$ cat src/rtl/chrbank_pkg.sv
`timescale 1ns/1ps
// Shared widths and the decoded-store record for the character bank map.
// Assumes eight registers whose width is exactly two nibbles.
package chrbank_pkg;
    localparam int NUM_REGS = 8;
    localparam int REG_W    = 8;
    localparam int NIB_W    = REG_W / 2;
    localparam int IDX_W    = $clog2(NUM_REGS);

    typedef struct packed {
        logic             hit;   // store lands in the character window
        logic [IDX_W-1:0] idx;   // target register
        logic             hi;    // 1: upper nibble, 0: lower nibble
    } chr_wr_t;
endpackage

$ cat src/rtl/chrbank_wr_decode.sv
`timescale 1ns/1ps
// Turns a CPU store into a register index and a nibble select.
// Address bits 3:2 are folded onto 1:0 first. Bits 11:4 are not decoded.
// Assumes the window covers exactly four 4 KB groups from 0xB000 upward.
module chrbank_wr_decode
    import chrbank_pkg::*;
(
    input  logic [15:0] cpu_addr,
    input  logic        cpu_we,
    output chr_wr_t     wr
);
    logic [3:0] grp;
    logic       in_window;
    logic       fold0;
    logic       fold1;
    logic       unused_addr;

    assign unused_addr = ^cpu_addr[11:4];

    // Window detect, fold and index build
    always_comb begin
        in_window = (cpu_addr[15:12] >= 4'hB) && (cpu_addr[15:12] <= 4'hE);
        fold0     = cpu_addr[0] | cpu_addr[2];
        fold1     = cpu_addr[1] | cpu_addr[3];
        grp       = cpu_addr[15:12] - 4'hB;
        wr.hit    = cpu_we && in_window;
        wr.idx    = {grp[1:0], fold0};
        wr.hi     = fold1;
    end
endmodule

$ cat src/rtl/chrbank_regfile.sv
`timescale 1ns/1ps
// Eight bank registers, each loaded one nibble at a time.
// Assumes the store record is already decoded. The half that is not addressed holds.
module chrbank_regfile
    import chrbank_pkg::*;
(
    input  logic                            clk,
    input  logic                            rst_n,
    input  chr_wr_t                         wr,
    input  logic [NIB_W-1:0]                nib,
    output logic [NUM_REGS-1:0][REG_W-1:0]  regs_o
);
    for (genvar g = 0; g < NUM_REGS; g++) begin : g_reg
        logic [REG_W-1:0] word_q;
        logic             sel;

        assign sel = wr.hit && (wr.idx == IDX_W'(g));

        // Per-register nibble load with synchronous clear
        always_ff @(posedge clk) begin
            if (!rst_n) begin
                word_q <= '0;
            end else if (sel) begin
                if (wr.hi) word_q[REG_W-1:NIB_W] <= nib;
                else       word_q[NIB_W-1:0]     <= nib;
            end
        end

        assign regs_o[g] = word_q;
    end
endmodule

$ cat src/rtl/chrbank_lookup.sv
`timescale 1ns/1ps
// Picks the register for a picture-bus slot and reduces it to a physical bank.
// A power-of-two bank count uses a mask. Any other count uses a constant modulo.
// Assumes CHR_BANKS is at most 2**REG_W.
module chrbank_lookup
    import chrbank_pkg::*;
#(
    parameter int CHR_BANKS = 256,
    parameter int BANK_W    = 8
)(
    input  logic [NUM_REGS-1:0][REG_W-1:0] regs,
    input  logic [IDX_W-1:0]               slot,
    output logic [BANK_W-1:0]              bank
);
    localparam bit POW2 = (CHR_BANKS & (CHR_BANKS - 1)) == 0;

    logic [REG_W-1:0] sel;
    logic             unused_sel;

    assign sel        = regs[slot];
    assign unused_sel = ^sel;

    if (POW2) begin : g_mask
        assign bank = sel[BANK_W-1:0];
    end else begin : g_mod
        logic [REG_W-1:0] rem;
        // Constant-divisor reduction
        always_comb rem = sel % REG_W'(CHR_BANKS);
        assign bank = rem[BANK_W-1:0];
    end
endmodule

$ cat src/rtl/chrbank_nibble_map.sv
`timescale 1ns/1ps
// Top: nibble-written character bank registers plus picture-address lookup.
// Stores are sampled on clk. The lookup is combinational on the registers.
// Assumes a 16-bit CPU address and a 13-bit picture address.
module chrbank_nibble_map
    import chrbank_pkg::*;
#(
    parameter int CHR_BANKS = 256,
    parameter int BANK_W    = (CHR_BANKS > 1) ? $clog2(CHR_BANKS) : 1,
    parameter int PPU_AW    = 13
)(
    input  logic              clk,
    input  logic              rst_n,
    input  logic [15:0]       cpu_addr,
    input  logic [7:0]        cpu_wdata,
    input  logic              cpu_we,
    input  logic [PPU_AW-1:0] ppu_addr,
    output logic [BANK_W-1:0] chr_bank
);
    localparam int SLOT_LSB = PPU_AW - IDX_W;

    chr_wr_t                        wr;
    logic [NUM_REGS-1:0][REG_W-1:0] regs_q;
    logic                           unused_in;

    assign unused_in = ^{cpu_wdata[7:NIB_W], ppu_addr[SLOT_LSB-1:0]};

    chrbank_wr_decode u_dec (
        .cpu_addr (cpu_addr),
        .cpu_we   (cpu_we),
        .wr       (wr)
    );

    chrbank_regfile u_rf (
        .clk    (clk),
        .rst_n  (rst_n),
        .wr     (wr),
        .nib    (cpu_wdata[NIB_W-1:0]),
        .regs_o (regs_q)
    );

    chrbank_lookup #(
        .CHR_BANKS (CHR_BANKS),
        .BANK_W    (BANK_W)
    ) u_look (
        .regs (regs_q),
        .slot (ppu_addr[PPU_AW-1:SLOT_LSB]),
        .bank (chr_bank)
    );
endmodule

$ cat config.mk
export PLATFORM = sky130hd
export DESIGN_NAME = chrbank_nibble_map
export DESIGN_NICKNAME = d
export VERILOG_FILES = /design/src/rtl/chrbank_pkg.sv /design/src/rtl/chrbank_wr_decode.sv /design/src/rtl/chrbank_regfile.sv /design/src/rtl/chrbank_lookup.sv /design/src/rtl/chrbank_nibble_map.sv
export SDC_FILE = /design/constraint.sdc
export NUM_CORES = 1
export LEC_CHECK = 0
export ABC_AREA = 1
export BUFFER_PORTS_ARGS = -buffer_cell sky130_fd_sc_hd__buf_2
export CAP_MARGIN = 20
export CORE_ASPECT_RATIO = 1.5
export CORE_MARGIN = 4
export CORE_UTILIZATION = 59
export DETAILED_ROUTE_END_ITERATION = 16
export PLACE_DENSITY_LB_ADDON = 0.3
export SYNTH_ARGS = -nofsm -noshare
export SYNTH_HDL_FRONTEND = slang
export SYNTH_HIERARCHICAL = 1
export SYNTH_SLANG_ARGS = --single-unit
$ cat constraint.sdc
create_clock -name clk -period 2.2 [get_ports clk]
set_input_delay 0.33 -clock clk [delete_from_list [all_inputs] [get_ports clk]]
set_output_delay 0.33 -clock clk [all_outputs]
set_load 0.05 [all_outputs]
# After elaboration in Yosys (flattened, before gate mapping)
# Index checks and enable logic that the tools add are counted.
[totals]
regBits = 64
latch_bits = 0
ramBits = 0
romBits = 0
input_bits = 40
output_inout_bits = 8
word_cells = 59
n_memories = 0
[classes]
addsub = 1
mul = 0
div_mod_pow = 0
magnitude_cmp = 3
eq_ne = 7
shift = 0
mux = 2
bitwise = 3
reduce_logical = 27
[op_table]
columns = ["cell", "count"]
rows = [
  ["2-bit AND reduction", 16],
  ["8-bit binary-select mux with 3-bit select", 1],
  ["3-bit equality test, second input constant", 4],
  ["1-bit logical AND", 10],
  ["8-bit 2-to-1 mux", 1],
  ["3-bit by 2-bit equality test with 1-bit output, second input constant", 2],
  ["4-bit greater-or-equal comparator, second input constant", 1],
  ["4-bit less-or-equal comparator, second input constant", 1],
  ["3-bit by 4-bit < comparator with 1-bit output, second input constant", 1],
  ["3-bit by 1-bit equality test with 1-bit output, second input constant", 1],
  ["3-bit zero test", 1],
  ["1-bit bitwise OR", 2],
  ["2-bit subtractor, second input constant", 1],
  ["1-bit NOT", 1],
]

# Logic depth before layout (Yosys ltp)
# Gate-level depths: netlist (run 1).
[depth]
word_depth = 5
mapped_depth = 12
ltp_nobuf = 12

# Cells and area by module
# Netlist (run 1), hierarchy kept.
[modules_own_cells]
columns = ["mod", "instances", "cells_per_inst", "area_each_um2", "seq_area_each_um2"]
rows = [
  ["chrbank_regfile", 1, 475, 2959.1, 1281.2],
  ["chrbank_lookup", 1, 214, 933.4, 0.0],
  ["chrbank_wr_decode", 1, 18, 97.6, 0.0],
]

# Worst setup path before layout (run 1)
# No wires, ideal clock.
[synth_path]
path_kind = "input to register"
from = "input port cpu_addr[12]"
to = "register u_rf.g_reg[1].word_q[0]"
setup_ns = 0.110
t_arrival_ns = 1.565
required_time_ns = 2.090
slack_ns = 0.525
stages = 11
n_path_buf = 0
cell_sequence = "inv_1 > ha_1 > inv_1 > nand2_1 > nor2_1 > nor2_1 > nand2_1 > nor2_1 > nand3_1 > nand2_1 > nor2_1"
[synth_rtl]
columns = ["element", "line_no", "text"]
rows = [
  ["start: declaration", "chrbank_nibble_map.sv:14", "input logic [15:0] cpu_addr,"],
  ["end signal: indexed assignment", "chrbank_regfile.sv:24", "if (wr.hi) word_q[REG_W-1:NIB_W] <= nib;"],
  ["end signal: indexed assignment", "chrbank_regfile.sv:25", "else word_q[NIB_W-1:0] <= nib;"],
  ["end: declaration", "chrbank_regfile.sv:14", "logic [REG_W-1:0] word_q;"],
]

# Worst setup path after layout (run 1)
[layout_path]
from = "input port ppu_addr[11]"
to = "output port chr_bank[1]"
[layout_via]
elab_chain_cells = 2
[layout_rtl]
columns = ["element", "line_no", "text"]
rows = [
  ["start: declaration", "chrbank_nibble_map.sv:17", "input logic [PPU_AW-1:0] ppu_addr,"],
  ["8-bit binary-select mux with 3-bit select", "chrbank_lookup.sv:20", "assign sel = regs[slot];"],
  ["8-bit 2-to-1 mux (implied by the code)", "chrbank_lookup.sv:20", ""],
  ["end: declaration", "chrbank_nibble_map.sv:18", "output logic [BANK_W-1:0] chr_bank"],
]
# No other way between the ends. The select of a mux whose other input is x is not followed.

==> results of run 1 <==
==> worst paths after layout <==
| path | from | endpoint | slack [ps] | cells after the start |
|---|---|---|---|---|
| worst max-delay path | ppu_addr[11] | chr_bank[1] | 420 | 7 |
| worst min-delay path | cpu_wdata[0] | u_rf/g_reg[0].word_q[4] | 320 | 3 |
| worst max register to register | u_rf/g_reg[4].word_q[3] | u_rf/g_reg[4].word_q[3] | 1540 | 4 |
| worst min register to register | u_rf/g_reg[7].word_q[3] | u_rf/g_reg[7].word_q[3] | 470 | 2 |
==> power by group through the flow <==
stage / clock [W] / combinational, W / sequential (W)
final: 0.000943 / 0.000349 / 0.00117
after global routing: 0.00102 / 0.000388 / 0.00117
after CTS: 0.000966 / 0.000347 / 0.00117
after detailed placement: 0 / 0.000345 / 0.00120
after global placement: 0 / 0.000341 / 0.00120
after floorplan: 0 / 0.000267 / 0.00120
==> kinds of logic after synthesis <==
group                    count (synthesis)  share of synthesized area, %
flip-flops                              64                          32.1
buffers and inverters                  212                          21.9
AND/OR/NAND/NOR                        429                          45.3
adder cells (fa/ha/maj)                  2                         0.627
==> Yosys cell counts <==
cell type	n	area [µm²]
sky130_fd_sc_hd__or2_1	2	12.5
sky130_fd_sc_hd__nor3_2	1	10.0
sky130_fd_sc_hd__buf_2	5	25.0
sky130_fd_sc_hd__inv_4	1	6.26
sky130_fd_sc_hd__nand2_1	224	841
sky130_fd_sc_hd__nor2_2	1	6.26
sky130_fd_sc_hd__nor2_4	4	45.0
sky130_fd_sc_hd__buf_1	5	18.8
sky130_fd_sc_hd__inv_1	179	672
sky130_fd_sc_hd__nand2_4	1	11.3
sky130_fd_sc_hd__inv_2	1	3.75
sky130_fd_sc_hd__nor2_1	93	349
sky130_fd_sc_hd__clkbuf_1	9	33.8
sky130_fd_sc_hd__nand2_2	14	87.6
sky130_fd_sc_hd__buf_4	6	45.0
sky130_fd_sc_hd__buf_6	5	56.3
sky130_fd_sc_hd__dfxtp_1	64	1280
sky130_fd_sc_hd__nand3_1	88	440
sky130_fd_sc_hd__ha_1	2	25.0
sky130_fd_sc_hd__buf_8	1	15.0
sky130_fd_sc_hd__nor3_1	1	5.00
==> layout make-up <==
type	instances	share of cell area, %
multi-input combinational	431	42.6
sequential	64	29.8
inverter	181	15.9
timing repair buffer	35	5.24
clock buffer	13	3.93
tap	76	2.21
clock inverter	3	0.349
==> per-stage QoR <==
step	power, W	instance area [µm²]	utilization (%)
after detailed placement	0.00155	4120	63.0
after floorplan	0.00147	3990	-
after global routing	0.00258	4300	65.8
after CTS	0.00249	4300	65.8
after global placement	0.00154	4120	63.0
final	0.00247	4300	65.8
==> layer usage <==
| metal | track usage (%) | up-vias | routed length (µm) |
|---|---|---|---|
| met4 | 12.1 | 0 | 289 |
| met1 | 31.3 | 1608 | 3930 |
| met3 | 4.06 | 22 | 632 |
| met2 | 41.8 | 137 | 4630 |
| li1 | - | 2039 | - |
| met5 | 0 | - | 0 |
==> worst min-delay path, cell delays in order <==
cell and delay [ps]:
sky130_fd_sc_hd__buf_2 150, sky130_fd_sc_hd__nor2_1 60, sky130_fd_sc_hd__nor2_1 90
==> Flow_metrics.wiki, run 1 <==
{| class="wikitable"
! Metric !! Value
|-
| Outcome || complete, no violations
|-
| Final-report setup violation count || 0
|-
| Most used cells in the layout excluding fill and tap cells || sky130_fd_sc_hd__nand2_1 (224), sky130_fd_sc_hd__inv_1 (179), sky130_fd_sc_hd__nor2_1 (93)
|-
| Required time reported for the critical path endpoint || approximately 1900 ps
|-
| Switching pwr || about 0.00071 W
|-
| Setup repair after global routing missed its margin || no
|-
| Setup clock skew after layout || 0 ps
|-
| Kind of cell with the highest combined delay on the critical path || buffers and inverters
|-
| Biggest cell delay along the critical path || 290 ps
|-
| Share of total power in sequential cells || between 40% and 50%
|-
| Antenna viol nets, final || 0
|-
| Buffers added on ports || 25
|-
| Maximum number of pins on one net before global-route repair || 33
|-
| Router iterations before antenna repair || 7
|-
| Total count of max-transition violations in the final report || 0
|-
| Total instance count after detailed placement || just under 800
|-
| I/O pin count || between 40 and 50
|-
| Type of the worst setup path || in -> out
|-
| Slowest stage cell, crit path || sky130_fd_sc_hd__inv_2
|-
| Net count after synthesis || about 750
|-
| Congestion Overflow GR || 0
|-
| Detailed-route wire length per cell || 11.8 µm
|-
| Critical-path cell list || buf_2 > inv_2 > nand3_1 > nand2_1 > nand2_1 > nand2_1 > buf_2
|-
| Via total after detailed routing || ~3800
|-
| Clock tree from TritonCTS || done
|-
| Worst-path maximum fanout || 17
|-
| Gate Count Post-Synth || slightly above 700
|-
| Average instance area after synthesis || 5.64 µm²
|-
| Clock slew seen by the registers of the worst setup and hold paths || 60 ps
|-
| Number of buffers inserted by post-CTS setup repair || 0
|-
| Sum of negative setup slack || 0 ps
|-
| Sequential Area || 1280 µm²
|-
| Distinct cell type count after synthesis || 21
|-
| Number of cell rows || 36
|-
| Combined area of all synthesized cells || 3990 µm²
|-
| Number of resized instances in the post-cts repair step || 0
|-
| Post-layout worst setup margin || around 420 ps
|-
| Max transition margin || 63.4%
|-
| Maximum number of buffers from clock root to sink || 2
|-
| Die X || around 75 µm
|-
| Synth-to-Final Area Change || 7.78%
|-
| Hold crit path type || in -> reg
|-
| Worst Setup Start Kind || input pin
|-
| Tmin final || 1780 ps
|-
| Synth Register Bits || 64
|-
| Area used by multi-input combinational logic || around 1800 µm²
|-
| Clock latency reported for the late side of the worst-skew pair || around 330 ps
|-
| Cell at the root of the clock tree || sky130_fd_sc_hd__clkbuf_8
|-
| Least-Margin Pin Slew || around 550 ps
|-
| Aggregate routed wire length || approximately 9.5 mm
|-
| Clock Sink Count || 64
|-
| Final weighted congestion in routability-driven placement || about 0.97
|-
| DRC violations left || 0
|-
| Final hold viol count || 0
|-
| Total number of nets in the final design || around 760
|-
| Buffers plus inverters on the worst setup path || 3
|-
| Leakage power of the design || ~2.3 nW
|-
| Worst slack at placement || between 150 and 200 ps
|-
| Part of the cycle the worst path needs || 80.9%
|-
| Proportion of layout cells with a drive suffix above 1 || 10.0%
|-
| Sw frac || 28.6%
|-
| Number of maximum-capacitance violations || 0
|-
| Power share of the combinational group || 14.2%
|-
| DRT iter0 DRCs || between 200 and 300
|-
| Leading registers by flop count || u_rf/g.word_q (64)
|-
| Clock power frac || between 30% and 40%
|-
| Starting density of the core || 61.1%
|-
| Arrival @ worst endpoint || 1450 ps
|-
| Final-layout fill cell count || between 600 and 700
|-
| Power density over cell area || between 500 and 600 nW/µm²
|-
| First-pass GRT wire length || 15.8 mm
|-
| Vias per cell || around 4.7
|-
| Internal power contribution || 0.00176 W
|-
| DPL Wire Length || between 6 and 7 mm
|-
| Number of H-tree branching levels || 3
|-
| Vertical die dimension || ~110 µm
|-
| Kind of end point of the critical path || output pin
|-
| Diode insertion count for antenna repair || 0
|-
| Number of flip-flops in the largest register || 64
|-
| Total routing resource utilization after global routing || 25.2%
|-
| Non-filler instance count after layout || between 800 and 900
|-
| Sequential element share of the synthesized area || between 30% and 40%
|-
| Maximum operating frequency || around 560 MHz
|-
| Cell mode on critical path || sky130_fd_sc_hd__nand2_1
|-
| Most flop-heavy register || u_rf/g.word_q
|-
| Synth warn || 6
|-
| Vias in the first global route || 3515
|-
| VDD IR-drop max || just under 300 µV
|-
| CORE AREA || 6530 µm²
|-
| Die outline area || 8170 µm²
|-
| Initial antenna violation count || 0
|-
| Hold Worst Slack || 322 ps
|-
| Most common cell after layout, fill and taps aside || sky130_fd_sc_hd__nand2_1
|-
| CTS buffer count || 9
|-
| Count of hold buffers inserted by post-cts repair || 0
|}
Note: power is estimated with default switching activity, not from simulation.
==> run 2: changes to the inputs <==
==> constraint.sdc (replaced) <==
create_clock -name clk -period 1.7 [get_ports clk]
set_input_delay 0.255 -clock clk [delete_from_list [all_inputs] [get_ports clk]]
set_output_delay 0.255 -clock clk [all_outputs]
set_load 0.05 [all_outputs]
==> run 2 against run 1 <==
Clock-buffer cell count increased by 1. First-iteration DRC count increased by 60%. Sequential share of layout area decreased by 0.32 points. Final cell count increased by 0.12%. Utilization increased by 0.71 points. Worst setup slack got worse by 330 ps. Largest power group unchanged. Critical path type is now reg -> out. Sequential power increased by 30%. Register-to-register slack got worse by 490 ps. Critical path depth unchanged. Design area increased by 1.1%. Non-clock buffer count increased by 1.
==> Flow_metrics.wiki, run 2 (synthesis results as in run 1) <==
{| class="wikitable"
! Metric !! Value
|-
| Part of the cycle the worst path needs || 94.5%
|-
| Vias per cell || 4.90 (+3.3%)
|-
| Hold crit path type || in -> reg
|-
| Via total after detailed routing || 3936 (+3.4%)
|-
| Vias in the first global route || 3691 (+5.0%)
|-
| Area post-placement || 4120 µm² (+0.18%)
|-
| Kind of end point of the critical path || output pin
|-
| DRT iter0 DRCs || 402 (+60%)
|-
| DPL Wire Length || 6.49 mm (-2.8%)
|-
| Cell at the root of the clock tree || sky130_fd_sc_hd__clkbuf_8
|-
| Type of the worst setup path || reg -> out
|-
| Number of maximum-capacitance violations || 0 (unchanged)
|-
| Arrival @ worst endpoint || 1350 ps (-100 ps)
|-
| DRC violations left || 0 (unchanged)
|-
| Reg2Reg Launch Point || u_rf/g_reg[0].word_q[4]
|-
| Clock power frac || 39.6% (+1.3 points)
|-
| Sw frac || 27.8% (-0.81 points)
|-
| Post-route design area || 4350 µm² (+1.1%)
|-
| Synth-to-Final Area Change || 8.94%
|-
| Critical path startpoint || u_rf/g_reg[3].word_q[7]
|-
| VDD IR-drop max || 416 µV (+43%)
|-
| Final hold viol count || 0 (unchanged)
|-
| Hold Worst Slack || 231 ps (-90.7 ps)
|-
| Total routing resource utilization after global routing || 25.9% (+0.66 points)
|-
| Die X || 75.1 µm (unchanged)
|-
| Launch instance of the worst min-delay path || cpu_wdata[1]
|-
| Slowest stage cell, crit path || sky130_fd_sc_hd__dfxtp_1
|-
| Met2 usage in global routing || 42.8% (+1.1 points)
|-
| Clock latency reported for the late side of the worst-skew pair || 340 ps (about the same)
|-
| Initial antenna violation count || 0 (unchanged)
|-
| Switching pwr || 0.000914 W (+29%)
|-
| Number of cell rows || 36 (unchanged)
|-
| Diode insertion count for antenna repair || 0 (unchanged)
|-
| Power share of the combinational group || 14.1% (about the same)
|-
| Setup clock skew after layout || 0 ps (unchanged)
|-
| Outcome || complete, no violations
|-
| Biggest cell delay along the critical path || 330 ps (+40 ps)
|-
| Number of H-tree branching levels || 3 (unchanged)
|-
| Number of flip-flops in the largest register || 64 (unchanged)
|-
| Share of total power in sequential cells || 46.3% (-1.3 points)
|-
| Antenna viol nets, final || 0 (unchanged)
|-
| Required time reported for the critical path endpoint || 1440 ps (-430 ps)
|-
| Critical-path cell list || inv_1 > nand2_1 > nand3_1 > nand2_1 > nand2_1 > nand2_1 > buf_4
|-
| Die outline area || 8170 µm² (unchanged)
|-
| CTS buffer count || 9 (unchanged)
|-
| Final weighted congestion in routability-driven placement || 0.880 (-8.9%)
|-
| Total number of nets in the final design || 765 (+0.13%)
|-
| Internal power contribution || 0.00237 W (+35%)
|-
| Power density over cell area || 755 nW/µm² (+32%)
|-
| I/O pin count || 48 (unchanged)
|-
| Clock Sink Count || 64 (unchanged)
|-
| Starting density of the core || 61.1% (unchanged)
|-
| Leakage power of the design || 2.32 nW (+0.63%)
|-
| Router iterations before antenna repair || 6 (-1)
|-
| Final-layout fill cell count || 638 (+5.6%)
|-
| Busiest metal layer after global routing || met2
|-
| Leading registers by flop count || u_rf/g.word_q (64)
|-
| Proportion of layout cells with a drive suffix above 1 || 10.4% (+0.40 points)
|-
| Clock tree from TritonCTS || done
|-
| Detailed-route wire length per cell || 11.7 µm (-0.71%)
|-
| Maximum number of buffers from clock root to sink || 2 (unchanged)
|-
| First-pass GRT wire length || 16.1 mm (+1.9%)
|-
| CORE AREA || 6530 µm² (unchanged)
|-
| Clock slew seen by the registers of the worst setup and hold paths || 70 ps (about the same)
|-
| Overall Power || 0.00328 W (+33%)
|-
| Most flop-heavy register || u_rf/g.word_q
|-
| Global-route track usage on met1 || 31.6% (+0.27 points)
|-
| Worst-path maximum fanout || 2 (-15)
|-
| Vertical die dimension || 109 µm (unchanged)
|-
| Maximum operating frequency || around 620 MHz
|-
| Total count of max-transition violations in the final report || 0 (unchanged)
|-
| Congestion Overflow GR || 0 (unchanged)
|-
| Count of hold buffers inserted by post-cts repair || 0 (unchanged)
|-
| Least-Margin Pin Slew || 529 ps (-20.5 ps)
|-
| Most common cell after layout, fill and taps aside || sky130_fd_sc_hd__nand2_1
|-
| Most used cells in the layout excluding fill and tap cells || sky130_fd_sc_hd__nand2_1 (224), sky130_fd_sc_hd__inv_1 (179), sky130_fd_sc_hd__nor2_1 (92)
|-
| Aggregate routed wire length || 9.43 mm (-0.59%)
|-
| Cell mode on critical path || sky130_fd_sc_hd__nand2_1
|-
| Sum of negative setup slack || 0 ps (unchanged)
|-
| Max transition margin || 64.7% (+1.3 points)
|-
| Tmin final || around 1600 ps
|-
| Worst Setup Start Kind || flip-flop
|-
| Final-report setup violation count || 0 (unchanged)
|-
| Buffers added on ports || 25 (unchanged)
|-
| Met3 track utilization from global routing || 5.07% (+1.0 points)
|-
| Maximum number of pins on one net before global-route repair || 65 (+97%)
|}
==> run 2: cell types whose count changed in the layout (fill, tap and decap cells not counted), moves of 2 or more <==
cell,change
sky130_fd_sc_hd__clkbuf_8,+2
sky130_fd_sc_hd__buf_4,+4
sky130_fd_sc_hd__buf_2,-6
sky130_fd_sc_hd__clkbuf_4,+3
==> run 2: power by group through the flow <==
stage	Sequential, W	Clock (W)	Combinational (W)
after floorplan	0.00155	0	0.000345
after global placement	0.00155	0	0.000444
after detailed placement	0.00155	0	0.000451
after CTS	0.00152	0.00134	0.000453
after global routing	0.00152	0.00140	0.000515
final	0.00152	0.00130	0.000463
==> run 2: worst paths after layout <==
path,end,slack (ps),cells past startpoint
max,chr_bank[7],90,7
min,u_rf/g_reg[0].word_q[1],230,3
max reg2reg,u_rf/g_reg[0].word_q[4],1050,4
min reg2reg,u_rf/g_reg[7].word_q[0],470,2
==> run 2: layout make-up <==
type / instances / area (µm²) / share of cell area, %
multi-input combinational: 431 / 1840 / 42.2
tap: 76 / 95.1 / 2.19
timing repair buffer: 36 / 248 / 5.70
clock inverter: 2 / 10.0 / 0.230
inverter: 181 / 684 / 15.7
clock buffer: 14 / 193 / 4.43
sequential: 64 / 1280 / 29.5
==> run 2: stage by stage <==
| step | setup slack [ps] | util (%) | cells |
|---|---|---|---|
| floorplan | 99.7 | - | 707 |
| global placement | -75.8 | 63.1 | 788 |
| detailed placement | -168 | 63.1 | 788 |
| CTS | 12.4 | 66.2 | 804 |
| global route | -3.02 | 66.6 | 804 |
| finish | 93.2 | 66.6 | 804 |
==> run 2: metal layers <==
metal,vias to the layer above,wire (µm),part of all wire (%)
met1,1744,3860,41
met5,-,0,0
met2,122,4660,49
met4,0,261,2.8
li1,2043,-,-
met3,27,647,6.9
==> run 2: worst max-delay path, delay by kind of cell (launching register included) <==
| kind | cells | cell delay [ps] |
|---|---|---|
| DFF | 1 | 330 |
| buffers and inverters | 2 | 230 |
| and+or+nand+nor | 5 | 440 |
==> run 2: timing repair <==
action | CTS | global route
setup endpoints to repair | 0 | 8
buffers inserted | 0 | 0
resized for setup | 0 | 11
==> run 3: changes to the inputs <==
--- a/config.mk
+++ b/config.mk
@@ -5,12 +5,12 @@
 export SDC_FILE = /design/constraint.sdc
 export NUM_CORES = 1
 export LEC_CHECK = 0
-export ABC_AREA = 1
+export ABC_AREA = 0
 export BUFFER_PORTS_ARGS = -buffer_cell sky130_fd_sc_hd__buf_2
 export CAP_MARGIN = 20
-export CORE_ASPECT_RATIO = 1.5
+export CORE_ASPECT_RATIO = 1.1
 export CORE_MARGIN = 4
-export CORE_UTILIZATION = 59
+export CORE_UTILIZATION = 56
 export DETAILED_ROUTE_END_ITERATION = 16
 export PLACE_DENSITY_LB_ADDON = 0.3
 export SYNTH_ARGS = -nofsm -noshare
==> run 3 against run 2 <==
The flow now finishes with violations (negative setup slack). Clock power decreased by 15%. Register-to-register slack got worse by 20 ps. Total power decreased by 14%. Routed wire length decreased by 32%. Combinational power decreased by 57%. Hold slack improved by 220 ps. Final cell count decreased by 52%. Critical path type unchanged. Critical endpoint is now chr_bank[2].
==> Flow_metrics.wiki, run 3 <==
{| class="wikitable"
! Metric !! Value
|-
| Final weighted congestion in routability-driven placement || 0.770 (-13%)
|-
| Final hold viol count || 0 (unchanged)
|-
| Detailed-route wire length per cell || 16.6 µm (+42%)
|-
| Vertical die dimension || 85.1 µm (-22%)
|-
| Gate Count Post-Synth || 277 (-61%)
|-
| Synth-to-Final Area Change || 15.3%
|-
| Tmin final || 1830 ps (+225 ps)
|-
| Arrival @ worst endpoint || 1580 ps (+230 ps)
|-
| VDD IR-drop max || 502 µV (+21%)
|-
| Post-layout worst setup margin || -131 ps (-225 ps)
|-
| Internal power contribution || 0.00217 W (-8.3%)
|-
| Cell at the root of the clock tree || sky130_fd_sc_hd__clkbuf_8
|-
| Maximum number of buffers from clock root to sink || 2 (unchanged)
|-
| Number of maximum-capacitance violations || 0 (unchanged)
|-
| Reg2Reg Launch Point || u_rf/g_reg[4].word_q[4]
|-
| Count of hold buffers inserted by post-cts repair || 0 (unchanged)
|-
| Clock power frac || 39.4% (-0.2 points)
|-
| Clock slew seen by the registers of the worst setup and hold paths || 70 ps (about the same)
|-
| DRT iter0 DRCs || 159 (-60%)
|-
| Die X || 78.1 µm (+3.9%)
|-
| Most flop-heavy register || u_rf/g.word_q
|-
| Buffers added on ports || 25 (unchanged)
|-
| Clock latency reported for the late side of the worst-skew pair || 330 ps (about the same)
|-
| Power share of the combinational group || 7.1% (-7.0 points)
|-
| I/O pin count || 48 (unchanged)
|-
| Synth warn || 6 (unchanged)
|-
| Top cells by area in the synthesized netlist || sky130_fd_sc_hd__dfxtp_1 (42%), sky130_fd_sc_hd__mux2i_1 (21%), sky130_fd_sc_hd__mux4_1 (13%)
|-
| Setup repair after global routing missed its margin || yes
|-
| Number of H-tree branching levels || 3 (unchanged)
|-
| Type of the worst setup path || reg -> out
|-
| CTS buffer count || 9 (unchanged)
|-
| Total count of max-transition violations in the final report || 0 (unchanged)
|-
| Diode insertion count for antenna repair || 0 (unchanged)
|-
| Leading registers by flop count || u_rf/g.word_q (64)
|-
| Distinct cell type count after synthesis || 26 (+24%)
|-
| Sum of negative setup slack || -952 ps (-952 ps)
|-
| Clock Sink Count || 64 (unchanged)
|-
| CORE AREA || 5130 µm² (-21%)
|-
| Proportion of layout cells with a drive suffix above 1 || 28.9% (+18 points)
|-
| Violations in the final reports || negative setup slack
|-
| Aggregate routed wire length || 6.36 mm (-32%)
|-
| Average instance area after synthesis || 10.9 µm² (+94%)
|-
| Starting density of the core || 58.9% (-2.2 points)
|-
| Launch instance of the worst min-delay path || rst_n
|-
| Least-Margin Pin Slew || 611 ps (+82.2 ps)
|-
| Via total after detailed routing || 2073 (-47%)
|-
| Setup clock skew after layout || 0 ps (unchanged)
|-
| Switching pwr || 0.000652 W (-29%)
|-
| Final-report setup violation count || 8 (+8)
|-
| Total routing resource utilization after global routing || 20.9% (-5.0 points)
|-
| Max transition margin || 59.2% (-5.5 points)
|-
| Congestion Overflow GR || 0 (unchanged)
|-
| Combined area of all synthesized cells || 3030 µm² (-24%)
|-
| DPL Wire Length || 4.23 mm (-35%)
|-
| Maximum number of pins on one net before global-route repair || 29 (-55%)
|-
| Hold Worst Slack || 450 ps (+219 ps)
|-
| Hold crit path type || in -> reg
|-
| Most common cell after layout, fill and taps aside || sky130_fd_sc_hd__nand2_1
|-
| Outcome || finished with violations
|-
| Critical path startpoint || u_rf/g_reg[5].word_q[2]
|-
| Most repeated cell in the gate-level netlist after synthesis || sky130_fd_sc_hd__nand2_1
|-
| Total number of nets in the final design || 351 (-54%)
|-
| Maximum operating frequency || 546 MHz (-12%)
|-
| Sw frac || 23.1% (-4.7 points)
|-
| Most used flip-flop cell after synthesis || sky130_fd_sc_hd__dfxtp_1
|-
| Most instantiated cells after synthesis || sky130_fd_sc_hd__nand2_1 (70), sky130_fd_sc_hd__dfxtp_1 (64), sky130_fd_sc_hd__mux2i_1 (64)
|-
| Synth top area share || 42.3% (+10 points)
|-
| Number of buffers inserted by post-CTS setup repair || 0 (unchanged)
|-
| Worst-path maximum fanout || 2 (unchanged)
|-
| Power density over cell area || 810 nW/µm² (+7.2%)
|-
| Clock tree from TritonCTS || done
|-
| Leakage power of the design || 1.45 nW (-37%)
|-
| Synth Register Bits || 64 (unchanged)
|-
| Worst slack at placement || -168 ps (+0.225 ps)
|-
| Part of the cycle the worst path needs || 108% (+13 points)
|-
| First-pass GRT wire length || 10.6 mm (-34%)
|-
| Share of total power in sequential cells || 53.5% (+7.2 points)
|-
| Number of flip-flops in the largest register || 64 (unchanged)
|-
| Required time reported for the critical path endpoint || 1440 ps (about the same)
|-
| Async set-or-reset flop fraction in the synthesized netlist || 0% (unchanged)
|-
| Vias in the first global route || 2169 (-41%)
|-
| Die outline area || 6640 µm² (-19%)
|-
| Antenna viol nets, final || 0 (unchanged)
|-
| Count of flip-flops with a built-in enable after synthesis || 0 (unchanged)
|-
| Number of cell rows || 27 (-25%)
|-
| Vias per cell || 5.41 (+11%)
|-
| Net count after synthesis || 319 (-57%)
|-
| Sequential element share of the synthesized area || 42.3% (+10 points)
|-
| Worst Setup Start Kind || flip-flop
|-
| Kind of end point of the critical path || output pin
|-
| Initial antenna violation count || 0 (unchanged)
|-
| Router iterations before antenna repair || 4 (-2)
|-
| Most used cells in the layout excluding fill and tap cells || sky130_fd_sc_hd__nand2_1 (70), sky130_fd_sc_hd__mux2i_1 (64), sky130_fd_sc_hd__dfxtp_1 (58)
|-
| DRC violations left || 0 (unchanged)
|-
| Yosys top cell by area || sky130_fd_sc_hd__dfxtp_1
|}
## run 3: layout make-up
class / instances / area [µm²]
clock inverters: 1 / 5.00
repair buffers: 45 / 369
multi-input cells: 186 / 1570
inverters: 3 / 11.3
well taps: 72 / 90.1
flip-flops and latches: 64 / 1290
clock buffers: 12 / 155
fillers: 407 / 1650
## run 3: power groups by stage
stage | logic, W | registers, W | clock network (W)
global route | 0.000221 | 0.00151 | 0.00121
global placement | 0.000192 | 0.00154 | 0
finish | 0.000201 | 0.00151 | 0.00111
CTS | 0.000199 | 0.00151 | 0.00113
floorplan | 0.000131 | 0.00154 | 0
detailed placement | 0.000193 | 0.00154 | 0
## run 3: worst max-delay path: stages (launching register included)
cell and delay (ps):
sky130_fd_sc_hd__dfxtp_1 310, sky130_fd_sc_hd__mux4_2 480, sky130_fd_sc_hd__mux2_4 290, sky130_fd_sc_hd__buf_6 150
## run 3: final timing paths
| check | to | slack (ps) | cells past startpoint |
|---|---|---|---|
| worst min register to register | u_rf/g_reg[7].word_q[1] | 460 | 2 |
| worst max register to register | u_rf/g_reg[4].word_q[4] | 1030 | 2 |
| worst max-delay path | chr_bank[2] | -130 | 3 |
| worst min-delay path | u_rf/g_reg[7].word_q[3] | 450 | 4 |
## run 3: metrics by stage
step | area (µm²) | utilization [%] | total power (W) | instances
after global placement | 3280 | 63.9 | 0.00173 | 370
after global routing | 3490 | 68.0 | 0.00294 | 383
after floorplan | 3030 | - | 0.00167 | 277
after CTS | 3470 | 67.6 | 0.00284 | 383
final | 3490 | 68.0 | 0.00282 | 383
after detailed placement | 3280 | 63.9 | 0.00174 | 370
## run 3: repair_timing
action                                  CTS  global route
endpoints found under the setup margin    8             8
pin swaps                                 0             0
resized for setup                        31            18
## run 3: per-layer routing
layer / vias up / global-route usage [%] / part of all wire [%]
met5: - / 0 / 0
met4: 0 / 9.86 / 1.9
li1: 1008 / - / -
met1: 1007 / 27.1 / 48
met2: 47 / 33.1 / 46
met3: 11 / 4.78 / 4.1
## run 3: cell families after synthesis
| family | Yosys count | synth area share, % |
|---|---|---|
| and+or+nand+nor | 94 | 13.5 |
| AOI/OAI and AO/OA | 2 | 0.455 |
| DFF | 64 | 42.3 |
| adders and majority gates | 2 | 0.827 |
| buffers and inverters | 27 | 4.96 |
| muxes | 88 | 37.9 |
